<file path="src/rtl/uirq_pkg.sv">
package uirq_pkg;

    typedef enum logic [1:0] {
        RX_QUIET   = 2'd0,
        RX_ABOVE   = 2'd1,
        RX_TIMEOUT = 2'd2
    } rx_st_e;

    typedef enum logic [1:0] {
        TX_OFF   = 2'd0,
        TX_ARMED = 2'd1,
        TX_PEND  = 2'd2,
        TX_ACKED = 2'd3
    } tx_st_e;

    typedef enum logic {
        DR_IDLE   = 1'b0,
        DR_ASSERT = 1'b1
    } dr_st_e;

endpackage

</file>
<file path="src/rtl/uirq_rx_fsm.sv">
module uirq_rx_fsm
    import uirq_pkg::*;
#(
    parameter int CNT_W = 8
) (
    input  logic             clk,
    input  logic             rst,
    input  logic [CNT_W-1:0] count,
    input  logic [CNT_W-1:0] trig,
    input  logic             timeout,
    input  logic             rd,
    output logic             irq_d
);

    rx_st_e st_q, st_nxt;
    logic   nonempty, at_level, tmo_take;

    always_ff @(posedge clk) begin
        if (rst) st_q <= RX_QUIET;
        else     st_q <= st_nxt;
    end

    always_comb begin
        nonempty = (count != '0);
        at_level = nonempty && (count >= trig);
        tmo_take = timeout && nonempty;
        st_nxt   = RX_QUIET;
        unique case (st_q)
            RX_QUIET, RX_ABOVE: begin
                if (at_level)      st_nxt = RX_ABOVE;
                else if (tmo_take) st_nxt = RX_TIMEOUT;
                else               st_nxt = RX_QUIET;
            end
            RX_TIMEOUT: begin
                if (at_level)                        st_nxt = RX_ABOVE;
                else if (tmo_take || (!rd && nonempty)) st_nxt = RX_TIMEOUT;
                else                                 st_nxt = RX_QUIET;
            end
            default: st_nxt = RX_QUIET;
        endcase
    end

    always_comb begin
        irq_d = (st_nxt == RX_ABOVE) || (st_nxt == RX_TIMEOUT);
    end

endmodule

</file>
<file path="src/rtl/uirq_tx_fsm.sv">
module uirq_tx_fsm
    import uirq_pkg::*;
#(
    parameter int CNT_W = 8
) (
    input  logic             clk,
    input  logic             rst,
    input  logic [CNT_W-1:0] count,
    input  logic [CNT_W-1:0] trig,
    input  logic             ien,
    input  logic             ack,
    output logic             irq_d
);

    tx_st_e st_q, st_nxt;
    logic   below;

    always_ff @(posedge clk) begin
        if (rst) st_q <= TX_OFF;
        else     st_q <= st_nxt;
    end

    always_comb begin
        below  = (count < trig);
        st_nxt = st_q;
        if (!ien) begin
            st_nxt = TX_OFF;
        end else begin
            unique case (st_q)
                TX_OFF, TX_ARMED: begin
                    st_nxt = below ? TX_PEND : TX_ARMED;
                end
                TX_PEND: begin
                    if (!below)   st_nxt = TX_ARMED;
                    else if (ack) st_nxt = TX_ACKED;
                    else          st_nxt = TX_PEND;
                end
                TX_ACKED: begin
                    st_nxt = below ? TX_ACKED : TX_ARMED;
                end
                default: st_nxt = TX_OFF;
            endcase
        end
    end

    always_comb begin
        irq_d = (st_nxt == TX_PEND);
    end

endmodule

</file>
<file path="src/rtl/uirq_ready_fsm.sv">
module uirq_ready_fsm
    import uirq_pkg::*;
#(
    parameter int CNT_W  = 8,
    parameter bit STICKY = 1'b0
) (
    input  logic             clk,
    input  logic             rst,
    input  logic [CNT_W-1:0] count,
    input  logic             arm,
    output logic             req_d
);

    localparam bit ENTER_ON_EMPTY = STICKY;

    dr_st_e st_q, st_nxt;
    logic   empty, enter, leave;

    always_ff @(posedge clk) begin
        if (rst) st_q <= DR_IDLE;
        else     st_q <= st_nxt;
    end

    generate
        if (ENTER_ON_EMPTY) begin : g_sticky
            always_comb begin
                enter = (count == '0) && arm;
                leave = (count != '0);
            end
        end else begin : g_follow
            always_comb begin
                enter = (count != '0) && arm;
                leave = (count == '0);
            end
        end
    endgenerate

    always_comb begin
        empty  = (count == '0);
        st_nxt = st_q;
        unique case (st_q)
            DR_IDLE:   st_nxt = enter ? DR_ASSERT : DR_IDLE;
            DR_ASSERT: st_nxt = leave ? DR_IDLE : DR_ASSERT;
            default:   st_nxt = DR_IDLE;
        endcase
    end

    always_comb begin
        req_d = (st_nxt == DR_ASSERT) && (ENTER_ON_EMPTY ? empty : !empty);
    end

endmodule

</file>
<file path="src/rtl/uart_irq_ready_gen.sv">
module uart_irq_ready_gen
    import uirq_pkg::*;
#(
    parameter int DEPTH = 128,
    parameter int CNT_W = $clog2(DEPTH + 1)
) (
    input  logic             clk,
    input  logic             rst,
    input  logic [CNT_W-1:0] rx_count,
    input  logic [CNT_W-1:0] rx_trig,
    input  logic             rx_timeout,
    input  logic             rx_read,
    input  logic [CNT_W-1:0] tx_count,
    input  logic [CNT_W-1:0] tx_trig,
    input  logic             tx_ien,
    input  logic             isr_read,
    input  logic             tx_shift_done,
    output logic             irq,
    output logic             rxrdy_n,
    output logic             txrdy_n
);

    logic rx_irq_d, tx_irq_d, rx_req_d, tx_req_d;

    uirq_rx_fsm #(.CNT_W(CNT_W)) u_rx (
        .clk     (clk),
        .rst     (rst),
        .count   (rx_count),
        .trig    (rx_trig),
        .timeout (rx_timeout),
        .rd      (rx_read),
        .irq_d   (rx_irq_d)
    );

    uirq_tx_fsm #(.CNT_W(CNT_W)) u_tx (
        .clk   (clk),
        .rst   (rst),
        .count (tx_count),
        .trig  (tx_trig),
        .ien   (tx_ien),
        .ack   (isr_read),
        .irq_d (tx_irq_d)
    );

    uirq_ready_fsm #(.CNT_W(CNT_W), .STICKY(1'b0)) u_rx_rdy (
        .clk   (clk),
        .rst   (rst),
        .count (rx_count),
        .arm   (1'b1),
        .req_d (rx_req_d)
    );

    uirq_ready_fsm #(.CNT_W(CNT_W), .STICKY(1'b1)) u_tx_rdy (
        .clk   (clk),
        .rst   (rst),
        .count (tx_count),
        .arm   (tx_shift_done),
        .req_d (tx_req_d)
    );

    always_ff @(posedge clk) begin
        if (rst) begin
            irq     <= 1'b0;
            rxrdy_n <= 1'b1;
            txrdy_n <= 1'b1;
        end else begin
            irq     <= rx_irq_d | tx_irq_d;
            rxrdy_n <= !rx_req_d;
            txrdy_n <= !tx_req_d;
        end
    end

endmodule

</file>
<file path="config.mk">
export PLATFORM = sky130hd
export DESIGN_NAME = uart_irq_ready_gen
export DESIGN_NICKNAME = d
export VERILOG_FILES = /design/src/rtl/uirq_pkg.sv /design/src/rtl/uirq_rx_fsm.sv /design/src/rtl/uirq_tx_fsm.sv /design/src/rtl/uirq_ready_fsm.sv /design/src/rtl/uart_irq_ready_gen.sv
export SDC_FILE = /design/constraint.sdc
export NUM_CORES = 1
export LEC_CHECK = 0
export CORE_AREA = 2 2 39 41
export DETAILED_ROUTE_END_ITERATION = 7
export DIE_AREA = 0 0 41 43
export DONT_BUFFER_PORTS = 1
export PLACE_DENSITY = 0.74
export SETUP_SLACK_MARGIN = 0.1
export SYNTH_ARGS = -nofsm -noshare
export SYNTH_HDL_FRONTEND = slang
export SYNTH_SLANG_ARGS = --single-unit
export TNS_END_PERCENT = 5
</file>
<file path="constraint.sdc">
create_clock -name clk -period 1.8 [get_ports clk]
set_clock_uncertainty 0.2 [all_clocks]
set_input_delay 0.18 -clock clk [delete_from_list [all_inputs] [get_ports clk]]
set_output_delay 0.18 -clock clk [all_outputs]
set_load 0.02 [all_outputs]
</file>
==> flow_summary.ini <==
[setup_path]
cp.required_ps = 1710
reg2reg_depth = 3
rr_startpoint = u_rx.st_q[1]
critPathMaxFanout = 2
critPathMaxStageDelay_ps = 570
crit_type = input pin to register
cpMostUsedCell = dlygate4sd3_1
cp.arrival_ps = 1530
endpoint_kind = register
reg2reg_slack_ps = 780
cp_cell_sequence = dlygate4sd3_1, nor3_2, dlygate4sd3_1, o2111ai_1
r2r_end = irq
start_kind = input pin
cpMaxStageDelayCell = dlygate4sd3_1

[floorplan]
std_cell_rows = 14
initial_core_util_pct = 47.65
coreArea_um2 = 1384
die_y_um = 43
die_x_um = 41
io_pins = 42
dieArea_um2 = 1763

[cells_and_area]
instances_no_fill = 110
antenna_cells = 0
final_core_util_pct = 59.76
syn_to_final_growth_pct = 25.43
layout_commonest_cell = inv_1
final_cell_mix = inv_1 (20), ha_1 (15), dlygate4sd3_1 (12), dfxtp_1 (8), nor2_1 (4)
drive_gt1_share_pct = 6.383
fin_nets = 150

[routing]
wl_per_cell_um = 12.65
num_vias = 596
drtAntennaViolNets = 0
met3_length_um = 111
highest_layer = met4
drc_errors = 0
drtIter0Drc = 2
wl_met1_um = 497
drtPass1Iterations = 2
vias_per_cell = 5.418
wl_met2_um = 774
wl_mm = 1.392

[min_path]
hold_path_depth = 3
hold_path_end = rxrdy_n
hp-start = rx_count[6]
hp-class = input pin to register

[logic_synthesis]
syn_area_um2 = 659.4
syn_area_per_cell_um2 = 8.347
synth_seq_cells = 8
synth_nets = 133
ys_seq_area_share_pct = 24.29
post_synth_num_cell_types = 24
yosysWarnings = 0
syn_inst = 79

[power_and_ir_drop]
cellPowerDensity_nw_per_um2 = 546.3
seq_power_share_pct = 43.6
peakVddDrop_uv = 284.3
combinationalPowerShare_pct = 25.4
switching_share_pct = 27.29
internal-power_w = 0.0003285
p_sw_w = 0.0001233
p_clk_share_pct = 31.0
p_leak_nw = 0.4493

[sta]
tightest_slew_ps = 383.9
hold_viol = 0
slew_headroom_pct = 73.74
drv_slew = 0
fin_setup_tns_ps = 0
timing.hold.ws_ps = 16.11
fin_crit_sh_pct = 90.34
fin_crit_ps = 1626
setup_violations = 0
grt_setup_unrepaired = false
max_freq_mhz = 615.0
setup_slack_ps = 173.9

[global_route]
grt_use_total_pct = 19.07
grt_pass1_wl_mm = 2.311
grt_max_degree = 5
overflow = 0
antenna_found_initial = 0
grt_pass1_vias = 627

[clock_network]
clk_path_buf_depth = 2
cts_buffers = 3
path_clk_slew_ps = 60
clk_latency_ps = 260
htree_num_levels = 1
clock_sinks = 8
cts_tree = done
cts_root_buf = clkbuf_4

[placement]
post-dp-hpwl_mm = 1.128
io_buffer_count = 0
preCtsSetupSlack_ps = -11.99
globalplace.congestion = 0.6653
dp.cells = 95

[run]
maxCapViolations = 0

[status]
status = complete, no violations
-- synthesized netlist by cell type, drive strengths merged --
master / number / area share, %
a2111oi: 1 / 1.3
a21o: 3 / 3.4
a21oi: 3 / 2.3
a221o: 1 / 1.5
and3: 1 / 0.95
dfxtp: 8 / 24
ha: 15 / 28
inv: 20 / 11
nand2: 2 / 1.1
nand2b: 2 / 1.9
nand3: 1 / 0.76
nand4: 1 / 0.95
nor2: 4 / 2.3
nor3: 2 / 1.5
nor3b: 1 / 1.1
nor4: 4 / 4.7
o2111ai: 1 / 1.3
o21a: 2 / 2.3
o21ai: 3 / 2.3
o21ba: 1 / 1.5
o21bai: 1 / 1.1
o311a: 1 / 1.5
o31ai: 1 / 1.9
-- area by class of cell --
cell class                 instances  area (µm²)
fill                             140       556.8
timing repair buffer              12       120.1
multi-input combinational         51       429.2
clock buffer                       3       22.52
sequential                         8       160.2
tap                               16       20.02
inverter                          20       75.07
-- metal layers --
metal	vias to the layer above	track usage (%)
met5	-	0
li1	306	-
met3	3	6.283
met2	26	34.38
met4	0	6.000
met1	261	18.95
-- worst max-delay path: cells and delay by family --
| kind | cells | cell delay, ps |
|---|---|---|
| and+or+nand+nor | 1 | 120 |
| buffers and inverters | 2 | 1120 |
| AOI/OAI and AO/OA | 1 | 110 |
-- flip-flops by register name, indices dropped and copies added, names as in the netlist --
signal and count:
u_tx.st_q 2, u_tx_rdy.st_q 1, rxrdy_n 1, irq 1
txrdy_n 1, u_rx.st_q 2
-- how the worst max path moves through the flow --
stage,from,end,cells after the start
floorplan,rx_count[0],irq,7
global placement,rx_count[0],irq,7
detailed placement,rx_count[0],irq,7
CTS,tx_count[2],txrdy_n,4
global route,tx_count[2],txrdy_n,4
finish,tx_count[2],txrdy_n,4
-- power by group through the flow --
stage | clock, W | combinational (W) | sequential, W
2_1_floorplan | 0 | 0.0000771 | 0.000199
3_3_place_gp | 0 | 0.0000889 | 0.000200
3_5_place_dp | 0 | 0.0000937 | 0.000201
4_1_cts | 0.000145 | 0.000115 | 0.000197
5_1_grt | 0.000152 | 0.000134 | 0.000198
6_report | 0.000140 | 0.000115 | 0.000197
-- stage by stage --
| stage | area, µm² | total power (W) |
|---|---|---|
| 4_1_cts | 822.0 | 0.0004573 |
| 6_report | 827.0 | 0.0004518 |
| 3_5_place_dp | 679.4 | 0.0002944 |
| 3_3_place_gp | 679.4 | 0.0002892 |
| 5_1_grt | 827.0 | 0.0004844 |
| 2_1_floorplan | 659.4 | 0.0002765 |
-- logic make-up after synthesis --
group                    synth area share, %
AND/OR/NAND/NOR                        15.37
adder cells (fa/ha/maj)                28.46
AO/OA/AOI/OAI                          20.49
buffers and inverters                  11.38
flip-flops                             24.29
-- timing repair --
item / CTS / global route
hold buffers: 12 / 0
setup buffers: 0 / 0
hold endpoints to repair: 7 / 0
setup endpoints to repair: 0 / 2
gates resized for setup: 0 / 1
No activity file was read; power rests on OpenSTA's default activity.
